--- src/rtl/sup_pkg.sv ---
package sup_pkg;

  typedef enum logic [1:0] {
    WD_SEL_SHORT = 2'd0,
    WD_SEL_MID   = 2'd1,
    WD_SEL_LONG  = 2'd2,
    WD_SEL_OFF   = 2'd3
  } wd_sel_e;

  function automatic int max_of2(input int a, input int b);
    return (a > b) ? a : b;
  endfunction

  function automatic int max_of3(input int a, input int b, input int c);
    return max_of2(max_of2(a, b), c);
  endfunction

endpackage

--- src/rtl/sup_kick_detect.sv ---
// Synchronises the shared chip-select pin and emits a one-cycle pulse
// on each falling transition of the synchronised level.
module sup_kick_detect #(
  parameter int SYNC_STAGES = 2,
  parameter bit IDLE_LEVEL  = 1'b1
) (
  input  logic clk,
  input  logic rst,
  input  logic pin_async,
  output logic kick
);

  localparam int TOP = SYNC_STAGES - 1;

  logic [SYNC_STAGES-1:0] chain;
  logic                   last_lvl;

  always_ff @(posedge clk) begin
    if (rst) begin
      chain    <= {SYNC_STAGES{IDLE_LEVEL}};
      last_lvl <= IDLE_LEVEL;
    end else begin
      chain[0] <= pin_async;
      for (int i = 1; i < SYNC_STAGES; i++) begin
        chain[i] <= chain[i-1];
      end
      last_lvl <= chain[TOP];
    end
  end

  assign kick = last_lvl & ~chain[TOP];

endmodule

--- src/rtl/sup_wd_timer.sv ---
// Watchdog interval counter with three selectable limits and an off code.
module sup_wd_timer
  import sup_pkg::*;
#(
  parameter int WD_TICKS0 = 50,
  parameter int WD_TICKS1 = 100,
  parameter int WD_TICKS2 = 200
) (
  input  logic       clk,
  input  logic       rst,
  input  logic       hold,
  input  logic       kick,
  input  logic [1:0] sel,
  output logic       expire
);

  localparam int TMAX = max_of3(WD_TICKS0, WD_TICKS1, WD_TICKS2);
  localparam int CW   = $clog2(TMAX + 1);

  logic [CW-1:0] cnt;
  logic [CW-1:0] limit;
  logic          run;

  always_comb begin
    unique case (wd_sel_e'(sel))
      WD_SEL_SHORT: limit = CW'(WD_TICKS0 - 1);
      WD_SEL_MID:   limit = CW'(WD_TICKS1 - 1);
      WD_SEL_LONG:  limit = CW'(WD_TICKS2 - 1);
      default:      limit = '0;
    endcase
  end

  assign run    = (wd_sel_e'(sel) != WD_SEL_OFF) && !hold;
  assign expire = run && (cnt >= limit);

  always_ff @(posedge clk) begin
    if (rst || !run || kick || expire) begin
      cnt <= '0;
    end else begin
      cnt <= cnt + 1'b1;
    end
  end

endmodule

--- src/rtl/sup_rst_hold.sv ---
// Reset stretcher: loads a hold length on each reset event and releases
// when the hold count runs out.
module sup_rst_hold
  import sup_pkg::*;
#(
  parameter int POR_TICKS = 16,
  parameter int LOW_TICKS = 12
) (
  input  logic clk,
  input  logic rst,
  input  logic supply_low,
  input  logic wd_expire,
  output logic active
);

  localparam int HMAX = max_of2(POR_TICKS, LOW_TICKS);
  localparam int HW   = $clog2(HMAX + 1);

  logic [HW-1:0] left;

  always_ff @(posedge clk) begin
    if (rst) begin
      active <= 1'b1;
      left   <= HW'(POR_TICKS - 1);
    end else if (supply_low) begin
      active <= 1'b1;
      left   <= HW'(LOW_TICKS - 1);
    end else if (wd_expire) begin
      active <= 1'b1;
      left   <= HW'(POR_TICKS - 1);
    end else if (active) begin
      if (left == '0) begin
        active <= 1'b0;
      end else begin
        left <= left - 1'b1;
      end
    end
  end

endmodule

--- src/rtl/wdt_reset_sup.sv ---
module wdt_reset_sup #(
  parameter int POR_TICKS       = 16,
  parameter int LOW_TICKS       = 12,
  parameter int WD_TICKS0       = 50,
  parameter int WD_TICKS1       = 100,
  parameter int WD_TICKS2       = 200,
  parameter int SYNC_STAGES     = 2,
  parameter bit RST_ACTIVE_HIGH = 1'b0
) (
  input  logic       clk,
  input  logic       rst,
  input  logic       supply_low,
  input  logic       cs_wdi,
  input  logic [1:0] wd_sel,
  input  logic       flag_clr,
  output logic       rst_pin,
  output logic       wd_cause
);

  logic kick;
  logic wd_expire;
  logic hold_active;

  sup_kick_detect #(
    .SYNC_STAGES (SYNC_STAGES),
    .IDLE_LEVEL  (1'b1)
  ) u_kick (
    .clk       (clk),
    .rst       (rst),
    .pin_async (cs_wdi),
    .kick      (kick)
  );

  sup_wd_timer #(
    .WD_TICKS0 (WD_TICKS0),
    .WD_TICKS1 (WD_TICKS1),
    .WD_TICKS2 (WD_TICKS2)
  ) u_wd (
    .clk    (clk),
    .rst    (rst),
    .hold   (hold_active),
    .kick   (kick),
    .sel    (wd_sel),
    .expire (wd_expire)
  );

  sup_rst_hold #(
    .POR_TICKS (POR_TICKS),
    .LOW_TICKS (LOW_TICKS)
  ) u_hold (
    .clk        (clk),
    .rst        (rst),
    .supply_low (supply_low),
    .wd_expire  (wd_expire),
    .active     (hold_active)
  );

  // Cause bit: supply and power-on clear it, expiry sets it ahead of a
  // software clear on the same edge.
  always_ff @(posedge clk) begin
    if (rst) begin
      wd_cause <= 1'b0;
    end else if (supply_low) begin
      wd_cause <= 1'b0;
    end else if (wd_expire) begin
      wd_cause <= 1'b1;
    end else if (flag_clr) begin
      wd_cause <= 1'b0;
    end
  end

  generate
    if (RST_ACTIVE_HIGH) begin : g_pol_high
      assign rst_pin = hold_active;
    end else begin : g_pol_low
      assign rst_pin = ~hold_active;
    end
  endgenerate

endmodule

--- config.mk ---
export PLATFORM = sky130hd
export DESIGN_NAME = wdt_reset_sup
export DESIGN_NICKNAME = d
export VERILOG_FILES = /design/src/rtl/sup_pkg.sv /design/src/rtl/sup_kick_detect.sv /design/src/rtl/sup_wd_timer.sv /design/src/rtl/sup_rst_hold.sv /design/src/rtl/wdt_reset_sup.sv
export SDC_FILE = /design/constraint.sdc
export NUM_CORES = 1
export LEC_CHECK = 0
export BUFFER_PORTS_ARGS = -buffer_cell sky130_fd_sc_hd__buf_2
export CAP_MARGIN = 10
export CORE_MARGIN = 2
export CORE_UTILIZATION = 56
export DETAILED_ROUTE_END_ITERATION = 12
export PLACE_DENSITY = 0.74
export SLEW_MARGIN = 15
export SYNTH_ARGS = -nofsm -noshare
export SYNTH_HDL_FRONTEND = slang
export SYNTH_SLANG_ARGS = --single-unit
--- constraint.sdc ---
create_clock -name clk -period 2.05 [get_ports clk]
set_input_delay 0.205 -clock clk [delete_from_list [all_inputs] [get_ports clk]]
set_output_delay 0.205 -clock clk [all_outputs]
set_load 0.01 [all_outputs]
==> results of run 1 <==
power by group through the flow:
stage               registers [uW]  logic, uW  clock network (uW)
detailed placement             367       49.3                   0
finish                         359       48.5                 173
CTS                            359       49.6                 180
global placement               366       45.7                   0
floorplan                      366       31.9                   0
global route                   360       57.6                 192
through the flow:
stage                     cell area (um2)  hold WS, ps
after global placement               1030          387
after CTS                            1050         81.3
after detailed placement             1030          390
final                                1050         83.5
after floorplan                       975          299
after global routing                 1050         91.3
per-layer routing:
metal,vias up,GRT usage (%)
li1,387,-
met1,363,20.2
met2,7,38.6
met3,2,7.14
met4,0,6.86
met5,-,0
logic make-up (layout without fill, tap and decap cells):
| kind of cell | count (synthesis) | in the layout |
|---|---|---|
| flops | 18 | 18 |
| xor+xnor | 8 | 8 |
| simple gates | 37 | 37 |
| mux | 1 | 1 |
| buf+inv | 12 | 22 |
| compound gates | 18 | 18 |
| fa+ha+maj | 13 | 13 |
final timing paths:
kind / endpoint / slack, ps / depth (start not counted)
hold reg to reg: u_kick.chain[1] / 420 / 1
hold / removal: u_kick.chain[0] / 80 / 2
setup / recovery: u_hold.left[1] / 280 / 5
setup reg to reg: u_hold.left[1] / 280 / 5
registers in the layout, indices dropped and copies added (netlist names):
name,count
u_hold.left,5
u_hold.active,1
wd_cause,1
u_kick.last_lvl,1
u_wd.cnt,8
u_kick.chain,2
synthesized netlist by cell type:
cell type | count | area share (%)
sky130_fd_sc_hd__dfxtp_1 | 18 | 37
sky130_fd_sc_hd__ha_1 | 13 | 17
sky130_fd_sc_hd__nor2_1 | 13 | 5.0
sky130_fd_sc_hd__inv_1 | 10 | 3.9
sky130_fd_sc_hd__nand2_1 | 5 | 1.9
sky130_fd_sc_hd__xnor2_1 | 5 | 4.5
sky130_fd_sc_hd__nand3_1 | 4 | 2.1
sky130_fd_sc_hd__o211ai_1 | 4 | 3.1
sky130_fd_sc_hd__or2_1 | 4 | 2.6
sky130_fd_sc_hd__a211o_1 | 3 | 2.7
sky130_fd_sc_hd__xor2_1 | 3 | 2.7
sky130_fd_sc_hd__a21oi_1 | 2 | 1.0
sky130_fd_sc_hd__nor3_1 | 2 | 1.0
sky130_fd_sc_hd__o31ai_1 | 2 | 1.5
sky130_fd_sc_hd__a211oi_1 | 1 | 0.77
sky130_fd_sc_hd__a21o_1 | 1 | 0.77
sky130_fd_sc_hd__a31oi_1 | 1 | 0.64
sky130_fd_sc_hd__a41o_1 | 1 | 1.0
sky130_fd_sc_hd__and3_1 | 1 | 0.64
sky130_fd_sc_hd__clkbuf_1 | 1 | 0.38
sky130_fd_sc_hd__inv_2 | 1 | 0.38
sky130_fd_sc_hd__mux2i_1 | 1 | 1.0
sky130_fd_sc_hd__nand2_4 | 1 | 1.2
sky130_fd_sc_hd__nand2b_1 | 1 | 0.64
sky130_fd_sc_hd__nand3b_1 | 1 | 0.77
sky130_fd_sc_hd__nand4_1 | 1 | 0.64
sky130_fd_sc_hd__nor2b_1 | 1 | 0.64
sky130_fd_sc_hd__nor3_2 | 1 | 1.0
sky130_fd_sc_hd__o21a_1 | 1 | 0.77
sky130_fd_sc_hd__o21ai_0 | 1 | 0.51
sky130_fd_sc_hd__o21ai_1 | 1 | 0.51
sky130_fd_sc_hd__or3_1 | 1 | 0.64
sky130_fd_sc_hd__or4b_4 | 1 | 1.4
area by class of cell:
type	count	area [um2]
Clock buffer	3	22.5
Fill cell	139	634
Inverter	11	41.3
Multi-Input combinational cell	77	569
Sequential cell	18	360
Tap cell	17	21.3
Timing Repair Buffer	8	40.0
==> out/summary.md, run 1 <==
The synthesized area per cell works out to 9.11 um2. The run gives 733 as the via count of the first global-routing pass. The tree built by TritonCTS fans out to 18 sinks. The worst hold path begins at cs_wdi.

For the sequential cell fraction of total power, the log shows 61.8%. The startpoint identified for the worst register-to-register timing path is u_wd.cnt[2]. The worst setup path is captured at a register.

Combinational logic is responsible for 8.3% of the overall power. The share of the synthesized area in compound gates (AO/OA/AOI/OAI) is 13.4%. Vertical extent of the die: 45.7 um.

The largest family of logic cells by synthesized area was simple AND/OR/NAND/NOR gates. The analysis attributes to net switching a power of 136 uW. Detailed routing inserted a total of 759 vias. Of the total synthesized cell area, the portion taken by XOR and XNOR cells is 7.19%. The category of cells accounting for the largest share of critical-path delay is compound AO/OA/AOI/OAI gates. Of the cells placed in the final design, the portion with a size suffix greater than 1 is 12.8%.

Buffers placed on the I/O ports in this run total 8. The floorplan step defined a core boundary enclosing 0.00169 mm2. Largest stage delay on the critical path: 430 ps. The later pin in the worst-skew pair is clocked with a latency of 290 ps.

Walking the worst path, the cells encountered are ha_1, a211o_1, a31oi_1, o21ai_1, a211o_1. Internal power comes to 444 uW. Wire segments on met2 add up to 937 um in the final route.

Counting every net in the synthesized netlist gives 127. The logs give 334 uV for the maximum VDD drop and 131 for the total instance count after detailed placement. Post-CTS repair changed the size of 0 cells. TritonCTS created 3 clock buffers. Setup repair after global routing left no endpoint under its margin. The run gives 62.1% as the worst max-slew margin expressed relative to the limit.

Among all stages on the critical path, the largest delay is contributed by sky130_fd_sc_hd__dfxtp_1. For this run, the number of Yosys warnings is 0. For this design the top-level I/O count stands at 9.

The die area is 0.00209 mm2. The tools report the half-perimeter wire length after detailed placement as 1400 um. For this run, the total global-route usage over all layers was measured as 20.4%. The number of pins exceeding their max-slew limit in the final report was 0.

The highest achievable clock rate is 566 MHz, and the count of hold-fix buffers inserted at cts is 0. Highest signal layer in the routed design: met4. The first detailed-routing pass ran for 4 iterations.

For this run the aggregate overflow at the end of global routing stands at 0. Deepest level of the CTS H-tree: 1. The number of vias per cell is 5.66, and the fraction of the cycle the final worst path needs is 86.1%.

The worst setup path category is reg2reg. For the share of the core filled with cells in the final layout, the log shows 62.4%. The tools report the share of total power in the clock network as 29.9%. The global-route wire length before repair came out at 2980 um.

Class of the worst hold path: in2reg. The run gives 38.2 ps as the post-placement setup slack. The areal power density over the cells was 550 mW/mm2; the number of antenna diodes was 0.

At the end of routability-driven placement, the weighted congestion stood at 0.788. The clock skew after layout came out at 1.95 ps. Most common cell after layout, fill and taps aside: sky130_fd_sc_hd__dfxtp_1. Post-route DRC violation count: 0. In the final design database the tool counted 139 nets. Counting stages on the worst path, the most repeated cell is sky130_fd_sc_hd__a211o_1. The count of maximum capacitance violations was 0; the arrival time of data at the critical path endpoint was 1960 ps.

In the final timing run, aggregate negative setup slack is 0 ps. Once the floorplan was initialized, standard cells occupied 57.7% of the core. The root buffer cell chosen for the clock tree is sky130_fd_sc_hd__clkbuf_4. The layout-stage area growth over the synthesis result came out at 8.22%. The simple-gate portion of the synthesized area works out to 20.2%. The final count of negative-setup-slack endpoints was 0.

In the layout the commonest cells are 18 x sky130_fd_sc_hd__dfxtp_1, 13 x sky130_fd_sc_hd__nor2_1, 13 x sky130_fd_sc_hd__ha_1. The flow ran to the end, and the final reports show no timing, DRC or antenna violations. The violation count after the first detailed-route iteration was 10. The critical path starts at u_wd.cnt[2].

For this block, wires on met1 add up to 689 um. The number of non-filler instances in the completed layout is 134. The overall power of the completed layout is 580 uW, and the worst path buffer plus inverter count is 0.

The cell count after synthesis came out at 107. Of the synthesized area, sequential elements account for 37.0%. For the unique cell type count in the Yosys netlist, the log shows 33. Of the total power, the share spent switching nets is 23.5%. The adder-cell area share of the yosys netlist works out to 16.7%. The smallest clock period supported by the final layout is computed as 1770 ps.

The synthesized netlist occupies a cell area of 975 um2. After detailed routing, the met3 layer carries 56 um of wire. The detail route stage leaves a number of antenna-violating nets equal to 0. The maximum fanout along the worst path came out at 5.

Entering global routing, the biggest net connects 10 pins. After clock tree synthesis, the clock-pin slew on the worst setup and hold paths is 100 ps. The number of buffers between clock root and the deepest sink was 2. The detail-routed net length per standard cell is 12.7 um, and the mux share of post-synthesis cell area is 1.03%. The die width is 45.7 um, and the worst setup margin is 285 ps. The tools report the number of buffers inserted to repair setup after CTS as 0. For this block, the routed nets add up to 1700 um of wire.

TritonCTS built the clock tree. The initialized floorplan defines 15 standard-cell rows. The number of hold violations in the final report was 0.

The synthesized design contains 18 register bits. The initial antenna violation count was 0. The startpoint class of the critical path is a register. The endpoint required time on the critical path was 2240 ps; the transition time at the pin with the least slew margin was 567 ps. The tools report the leakage power of the design as 0.000477 uW.
(Power assumes the default switching activity.)
==> inputs of run 2 (changes only) <==
ABC_CLOCK_PERIOD_IN_PS = 2050   (was unset)
BUFFER_PORTS_ARGS = unset   (was -buffer_cell sky130_fd_sc_hd__buf_2)
CORE_UTILIZATION = 60   (was 56)
DONT_BUFFER_PORTS = 1   (was unset)
==> out/summary.md, run 2 (synthesized netlist as in run 1, its figures left out) <==
For the worst max-slew margin expressed relative to the limit, the log shows 62.5% (+0.41 points). The fraction of the cycle the final worst path needs came out at 86.0% (about the same). The number of flip-flops under the largest register name works out to 8 (unchanged). For the reg2reg setup slack, the log shows 290 ps (about the same). The start point of the critical path was u_wd.cnt[2]. In the layout the commonest cells are 18 x sky130_fd_sc_hd__dfxtp_1, 13 x sky130_fd_sc_hd__nor2_1, 13 x sky130_fd_sc_hd__ha_1. For the total via count in the routed design, the log shows 724 (-4.6%). The post-route DRC violation count came out at 0 (unchanged). The startpoint identified for the worst register-to-register timing path is u_wd.cnt[2].

Largest stage delay on the critical path: 430 ps (about the same). The effective utilization at floorplan came out at 64.7% (+7.0 points). The maximum number of pins on one net before global-route repair came out at 11 (+1). The floorplan row count is 14 (-1). The final-stage net count was 133 (-4.3%); the cell area after layout was 0.00105 mm2 (-0.71%). The core box area is 0.00151 mm2 (-11%).

The category of cells accounting for the largest share of critical-path delay is compound AO/OA/AOI/OAI gates. Deepest level of the CTS H-tree: 1 (unchanged). The maximum VDD drop is 408 uV (+22%), and the count of maximum capacitance violations is 0 (unchanged). The run gives 991 um2 (-4.0%) as the cell area after placement. The tools report the final estimated routing congestion in global placement as 0.777 (-1.4%). Global-route wire length before repair: 2940 um (-1.4%). The highest achievable clock rate was 567 MHz (about the same).

The critical path capture point was u_hold.left[1]. The layout cell share with drive strength beyond 1 is 7.14% (-5.7 points). The share of the core filled with cells in the final layout was 69.5% (+7.1 points); the number of clock sinks was 18 (unchanged). The count of input and output buffers is 0 (-8). The min-delay analysis places its worst path in the category in2reg. The area growth from synthesis to layout is 7.44%. The routed wire length was 1680 um (-1.2%); the critical path depth was 5 (unchanged).

The critical-path cell with the highest stage delay is sky130_fd_sc_hd__dfxtp_1. The flow ran to the end, and the final reports show no timing, DRC or antenna violations. TritonCTS built the clock tree. Arrival time of data at the critical path endpoint: 1950 ps (about the same).

The maximum fanout along the worst path is 5 (unchanged). For the clock insertion delay at the later pin of the skew report, the log shows 290 ps (about the same). The vertical extent of the die was 44.3 um (-3.1%); the post-route setup TNS was 0 ps (unchanged). The transition time at the pin with the least slew margin is 560 ps (-6.09 ps), and the number of pins exceeding their max-slew limit in the final report is 0 (unchanged). The final count of negative-setup-slack endpoints was 0 (unchanged).

The leakage power of the design was 0.000458 uW (-4.0%). Clock skew after layout: 1.48 ps (-0.468 ps). The critical path endpoint category was a register. The die area was 0.00196 mm2 (-6.1%). The number of vias per cell was 5.66 (-0.14%); the total overflow reported by the global router was 0 (unchanged). Worst path buffer plus inverter count: 0 (unchanged). The number of buffers created by CTS was 3 (unchanged). The top-level I/O count is 9 (unchanged), and the endpoint required time on the critical path is 2240 ps (about the same).

The worst setup path category is reg2reg. The die width is 44.3 um (-3.1%). The endpoint identified for the worst register-to-register timing path is u_hold.left[1]. The tools report the startpoint class of the critical path as a register. Areal power density over the cells: 591 mW/mm2 (+7.4%). The run gives 0 (unchanged) as the remaining number of nets flagged by the antenna check after routing. Ranked by flip-flop count, first place goes to u_wd.cnt. The run gives 0 (unchanged) as the count of cells resized by post-cts repair. The tools report the violation count after the first detailed-route iteration as 0 (-10). The cell sitting at the root of the clock tree is a sky130_fd_sc_hd__clkbuf_4. The via count of the first global-routing pass is 751 (+2.5%), and the clock-pin slew on the worst setup and hold paths is 100 ps (about the same). Among the stages of the critical path, the cell type that occurs most often is sky130_fd_sc_hd__a211o_1. The number of hold violations in the final report was 0 (unchanged); the clock period minus worst slack was 1760 ps (-1.75 ps). The run gives 1 (-3) as the iteration count of the initial detailed-routing pass.

Walking the worst path, the cells encountered are ha_1, a211o_1, a31oi_1, o21ai_1, a211o_1. For the number of buffers between clock root and the deepest sink, the log shows 2 (unchanged). Setup repair after global routing left no endpoint under its margin. The run gives 0 (unchanged) as the number of antenna diodes.

The logs give 130 (-6.5%) for the number of fill cells in the layout and 0 (unchanged) for the initial antenna violation count. In the final layout, the registers with the most flip-flops are u_wd.cnt (8), u_hold.left (5), u_kick.chain (2). The detail-routed net length per standard cell is 13.2 um (+3.5%), and the worst hold-check slack is 17.8 ps (-65.7 ps). The total routing resource utilization after global routing was 21.2% (+0.85 points). Number of cells on the worst reg-to-reg path: 5 (unchanged). Half-perimeter wire length after detailed placement: 1330 um (-5.0%). The most common cell after layout, fill and taps aside is sky130_fd_sc_hd__dfxtp_1.
==> run 2: cell count changes in the layout (fill, tap and decap cells not counted) <==
cell                            previous run  this run
sky130_fd_sc_hd__clkbuf_8                  0         1
sky130_fd_sc_hd__buf_2                     8         0
sky130_fd_sc_hd__dlygate4sd3_1             0         2
==> run 2: area by class of cell <==
cell class	count	area [um2]	area share, %
timing repair buffer	2	20.0	1.91
tap	16	20.0	1.91
multi-input combinational	77	569	54.4
inverter	11	41.3	3.94
clock buffer	4	36.3	3.46
sequential	18	360	34.4
==> run 2: worst min-delay path by stage <==
stage / endpoint / from / depth (start not counted)
2_1_floorplan: u_hold.left[2] / rst / 1
3_3_place_gp: u_kick.chain[1] / rst / 1
3_5_place_dp: u_kick.chain[0] / cs_wdi / 1
4_1_cts: u_kick.last_lvl / rst / 1
5_1_grt: u_kick.last_lvl / rst / 1
6_report: u_kick.last_lvl / rst / 1
==> run 2: worst register-to-register path, cell delays in order, from the launching register on <==
cell,delay [ps]
sky130_fd_sc_hd__dfxtp_1,430
sky130_fd_sc_hd__ha_1,280
sky130_fd_sc_hd__a211o_1,250
sky130_fd_sc_hd__a31oi_1,240
sky130_fd_sc_hd__o21ai_1,160
sky130_fd_sc_hd__a211o_1,310
==> run 2: power by group <==
group          internal (uW)  switching [uW]
clock network            108             108
logic                   19.3            25.0
registers                355            3.35
total                    483             136
==> run 2: layer usage <==
metal / vias up / part of all wire [%] / global-route usage [%]
li1: 377 / - / -
met4: 0 / 3.3 / 11.5
met5: - / 0 / 0
met2: 13 / 51 / 38.2
met1: 328 / 42 / 21.1
met3: 6 / 3.2 / 7.35
==> run 2: repair_timing <==
action	4_1_cts	5_1_grt
hold buffers	2	0
setup buffers	0	0
endpoints found under the hold margin	3	0
==> run 2: per-stage QoR <==
step	setup WS [ps]	std cells	power [uW]
2_1_floorplan	284	107	398
3_3_place_gp	204	122	404
3_5_place_dp	166	122	407
4_1_cts	257	128	628
5_1_grt	98.0	128	663
6_report	286	128	619
==> inputs of run 3 (changes only) <==
CELL_PAD_IN_SITES_DETAIL_PLACEMENT = 0   (was unset)
CELL_PAD_IN_SITES_GLOBAL_PLACEMENT = 1   (was unset)
CORE_UTILIZATION = 46   (was 60)
CTS_CLUSTER_SIZE = 12   (was unset)
PLACE_DENSITY = 0.73   (was 0.74)
RECOVER_POWER = 50   (was unset)
==> out/summary.md, run 3 (synthesized netlist as in run 1, its figures left out) <==
The die area came out at 0.00250 mm2 (+28%). The tools report the endpoint required time on the critical path as 2240 ps (about the same). The switching power total is 134 uW (-1.8%), and the number of hold violations in the final report is 0 (unchanged).

The flow ran to the end, and the final reports show no timing, DRC or antenna violations. Iteration count of the initial detailed-routing pass: 3 (+2). TritonCTS built the clock tree. The tools report the cell area after placement as 0.00100 mm2 (+1.4%). The worst hold-check slack came out at 17.9 ps (+0.0676 ps). The final estimated routing congestion in global placement was 0.784 (+0.89%). Post-placement setup slack: 174 ps (+8.86 ps). The number of flip-flops under the largest register name works out to 8 (unchanged).

Half-perimeter wire length after detailed placement: 1300 um (-2.6%). The layout cell share with drive strength beyond 1 works out to 7.08% (-0.063 points). The sequential cell fraction of total power is 58.1% (+0.2 points). The vertical extent of the die came out at 50.0 um (+13%).

STA classifies the critical path endpoint as a register. The floorplan row count is 16 (+2), and the switching fraction of total power is 21.7% (-0.34 points). The largest registers in the layout are u_wd.cnt (8), u_hold.left (5), u_kick.chain (2).

The fraction of the cycle the final worst path needs came out at 85.3% (-0.77 points). The tools report the final-stage net count as 134 (+0.75%). The tools report the combinational fraction of design power as 7.1% (about the same). The transition time at the pin with the least slew margin is 608 ps (+48.0 ps), and the number of buffers created by CTS is 3 (unchanged). The total via count in the routed design was 720 (-0.55%). Leaving out fill and tap cells, the most frequent cell in the layout is sky130_fd_sc_hd__dfxtp_1.

The run gives 18 (unchanged) as the number of clock sinks. Core box area: 0.00198 mm2 (+32%). The startpoint class of the critical path was a register. The cell-internal power came out at 483 uW (+0.16%). The highest achievable clock rate came out at 572 MHz (+0.90%). The number of non-filler instances in the completed layout is 140 (+9.4%). The leakage power of the design was 0.000462 uW (+0.91%); the via count of the first global-routing pass was 694 (-7.6%). The maximum number of pins on one net before global-route repair came out at 11 (unchanged). The effective utilization at floorplan was 49.2% (-16 points); the violation count after the first detailed-route iteration was 8 (+8). Setup repair after global routing left no endpoint under its margin. The count of input and output buffers was 0 (unchanged); the deepest level of the CTS H-tree was 1 (unchanged).

Clock skew after layout: 8.44 ps (+6.96 ps). The worst max-slew margin expressed relative to the limit is 59.3% (-3.2 points). The tools report the top-level I/O count as 9 (unchanged). The arrival time of data at the critical path endpoint is 1940 ps (about the same).

Relative to the synthesized area, the layout overhead comes to 9.88%. The run gives 0 (unchanged) as the remaining number of nets flagged by the antenna check after routing. The clock-pin slew on the worst setup and hold paths came out at 110 ps (about the same). The number of antenna diodes is 0 (unchanged), and the routed wire length is 1610 um (-4.2%). Dominant cell type by count on the critical path: sky130_fd_sc_hd__a211o_1.

Traced cell by cell, the critical path runs through ha_1, a211o_1, a31oi_1, o21ai_1, a211o_1. The cell area after layout is 0.00107 mm2 (+2.3%), and the number of fill cells in the layout is 187 (+44%). Largest stage delay on the critical path: 430 ps (about the same).

The path class of the tightest hold or removal check is in2reg. The total routing resource utilization after global routing came out at 14.8% (-6.4 points). The run gives 34.8% (about the same) as the share of total power in the clock network. The number of pins exceeding their max-slew limit in the final report is 0 (unchanged).

The largest individual stage delay along the critical path comes from the cell sky130_fd_sc_hd__dfxtp_1. Worst setup margin: 302 ps (+15.7 ps). The detail-routed net length per standard cell is 11.5 um (-12%). The final count of negative-setup-slack endpoints was 0 (unchanged); the clock insertion delay at the later pin of the skew report was 290 ps (about the same). Register with the highest flop count: u_wd.cnt.

Number of buffers inserted to repair setup after CTS: 0 (unchanged). The maximum VDD drop was 462 uV (+13%). Clock period minus worst slack: 1750 ps (-15.7 ps). The total instance count after detailed placement was 133 (+9.0%); the maximum fanout along the worst path was 5 (unchanged). Total overflow reported by the global router: 0 (unchanged). The top cell types in the final layout, fill and taps aside, are 18 x sky130_fd_sc_hd__dfxtp_1, 13 x sky130_fd_sc_hd__nor2_1, 13 x sky130_fd_sc_hd__ha_1. The tools report the initial antenna violation count as 0 (unchanged). The tools report the global-route wire length before repair as 2810 um (-4.5%).

The cell sitting at the root of the clock tree is a sky130_fd_sc_hd__clkbuf_4. For the number of buffers between clock root and the deepest sink, the log shows 2 (unchanged). Die width: 50.0 um (+13%). The areal power density over the cells is 576 mW/mm2 (-2.5%). The post-route setup TNS is 0 ps (unchanged). The count of maximum capacitance violations is 0 (unchanged), and the post-route DRC violation count is 0 (unchanged). The setup path with the least slack is of type reg2reg. The number of vias per cell came out at 5.14 (-9.1%).
## run 3: critical path, delay by kind of cell, from the launching register on
family / cells / cell delay (ps)
flops: 1 / 430
compound gates: 4 / 950
fa+ha+maj: 1 / 270
## run 3: power by group through the flow
stage / logic [uW] / registers (uW) / clock network [uW]
2_1_floorplan: 31.9 / 366 / 0
4_1_cts: 41.2 / 359 / 224
3_5_place_dp: 39.2 / 367 / 0
3_3_place_gp: 38.3 / 367 / 0
5_1_grt: 49.9 / 360 / 241
6_report: 43.8 / 359 / 215
## run 3: layout make-up
| class | instances | area (um2) | area share, % |
|---|---|---|---|
| Sequential cell | 18 | 360 | 33.6 |
| Clock buffer | 4 | 36.3 | 3.39 |
| Multi-Input combinational cell | 77 | 569 | 53.2 |
| Inverter | 11 | 41.3 | 3.86 |
| Tap cell | 27 | 33.8 | 3.15 |
| Timing Repair Buffer | 3 | 30.0 | 2.80 |
## run 3: what timing repair did
action                                 CTS  global route
hold buffers                             1             2
endpoints found under the hold margin    1             2
gates resized for setup                  0             0
## run 3: per-stage QoR
stage | total power (uW) | utilization (%)
6_report | 617 | 54.0
5_1_grt | 650 | 54.0
4_1_cts | 623 | 53.0
3_5_place_dp | 406 | 50.7
3_3_place_gp | 405 | 50.7
2_1_floorplan | 398 | -
## run 3: worst paths after layout
kind / from / end / slack (ps) / depth (start not counted)
setup / recovery: u_wd.cnt[2] / u_hold.left[1] / 300 / 5
hold / removal: rst / u_kick.chain[0] / 20 / 1
hold reg to reg: u_kick.chain[0] / u_kick.chain[1] / 410 / 1
setup reg to reg: u_wd.cnt[2] / u_hold.left[1] / 300 / 5
## run 3: per-layer routing
layer / global-route usage (%) / share of wire [%] / up-vias / wire, um
li1: - / - / 381 / -
met2: 27.0 / 51 / 4 / 822
met1: 16.9 / 46 / 333 / 743
met4: 4.17 / 0.93 / 0 / 15
met3: 3.64 / 1.9 / 2 / 31
met5: 0 / 0 / - / 0
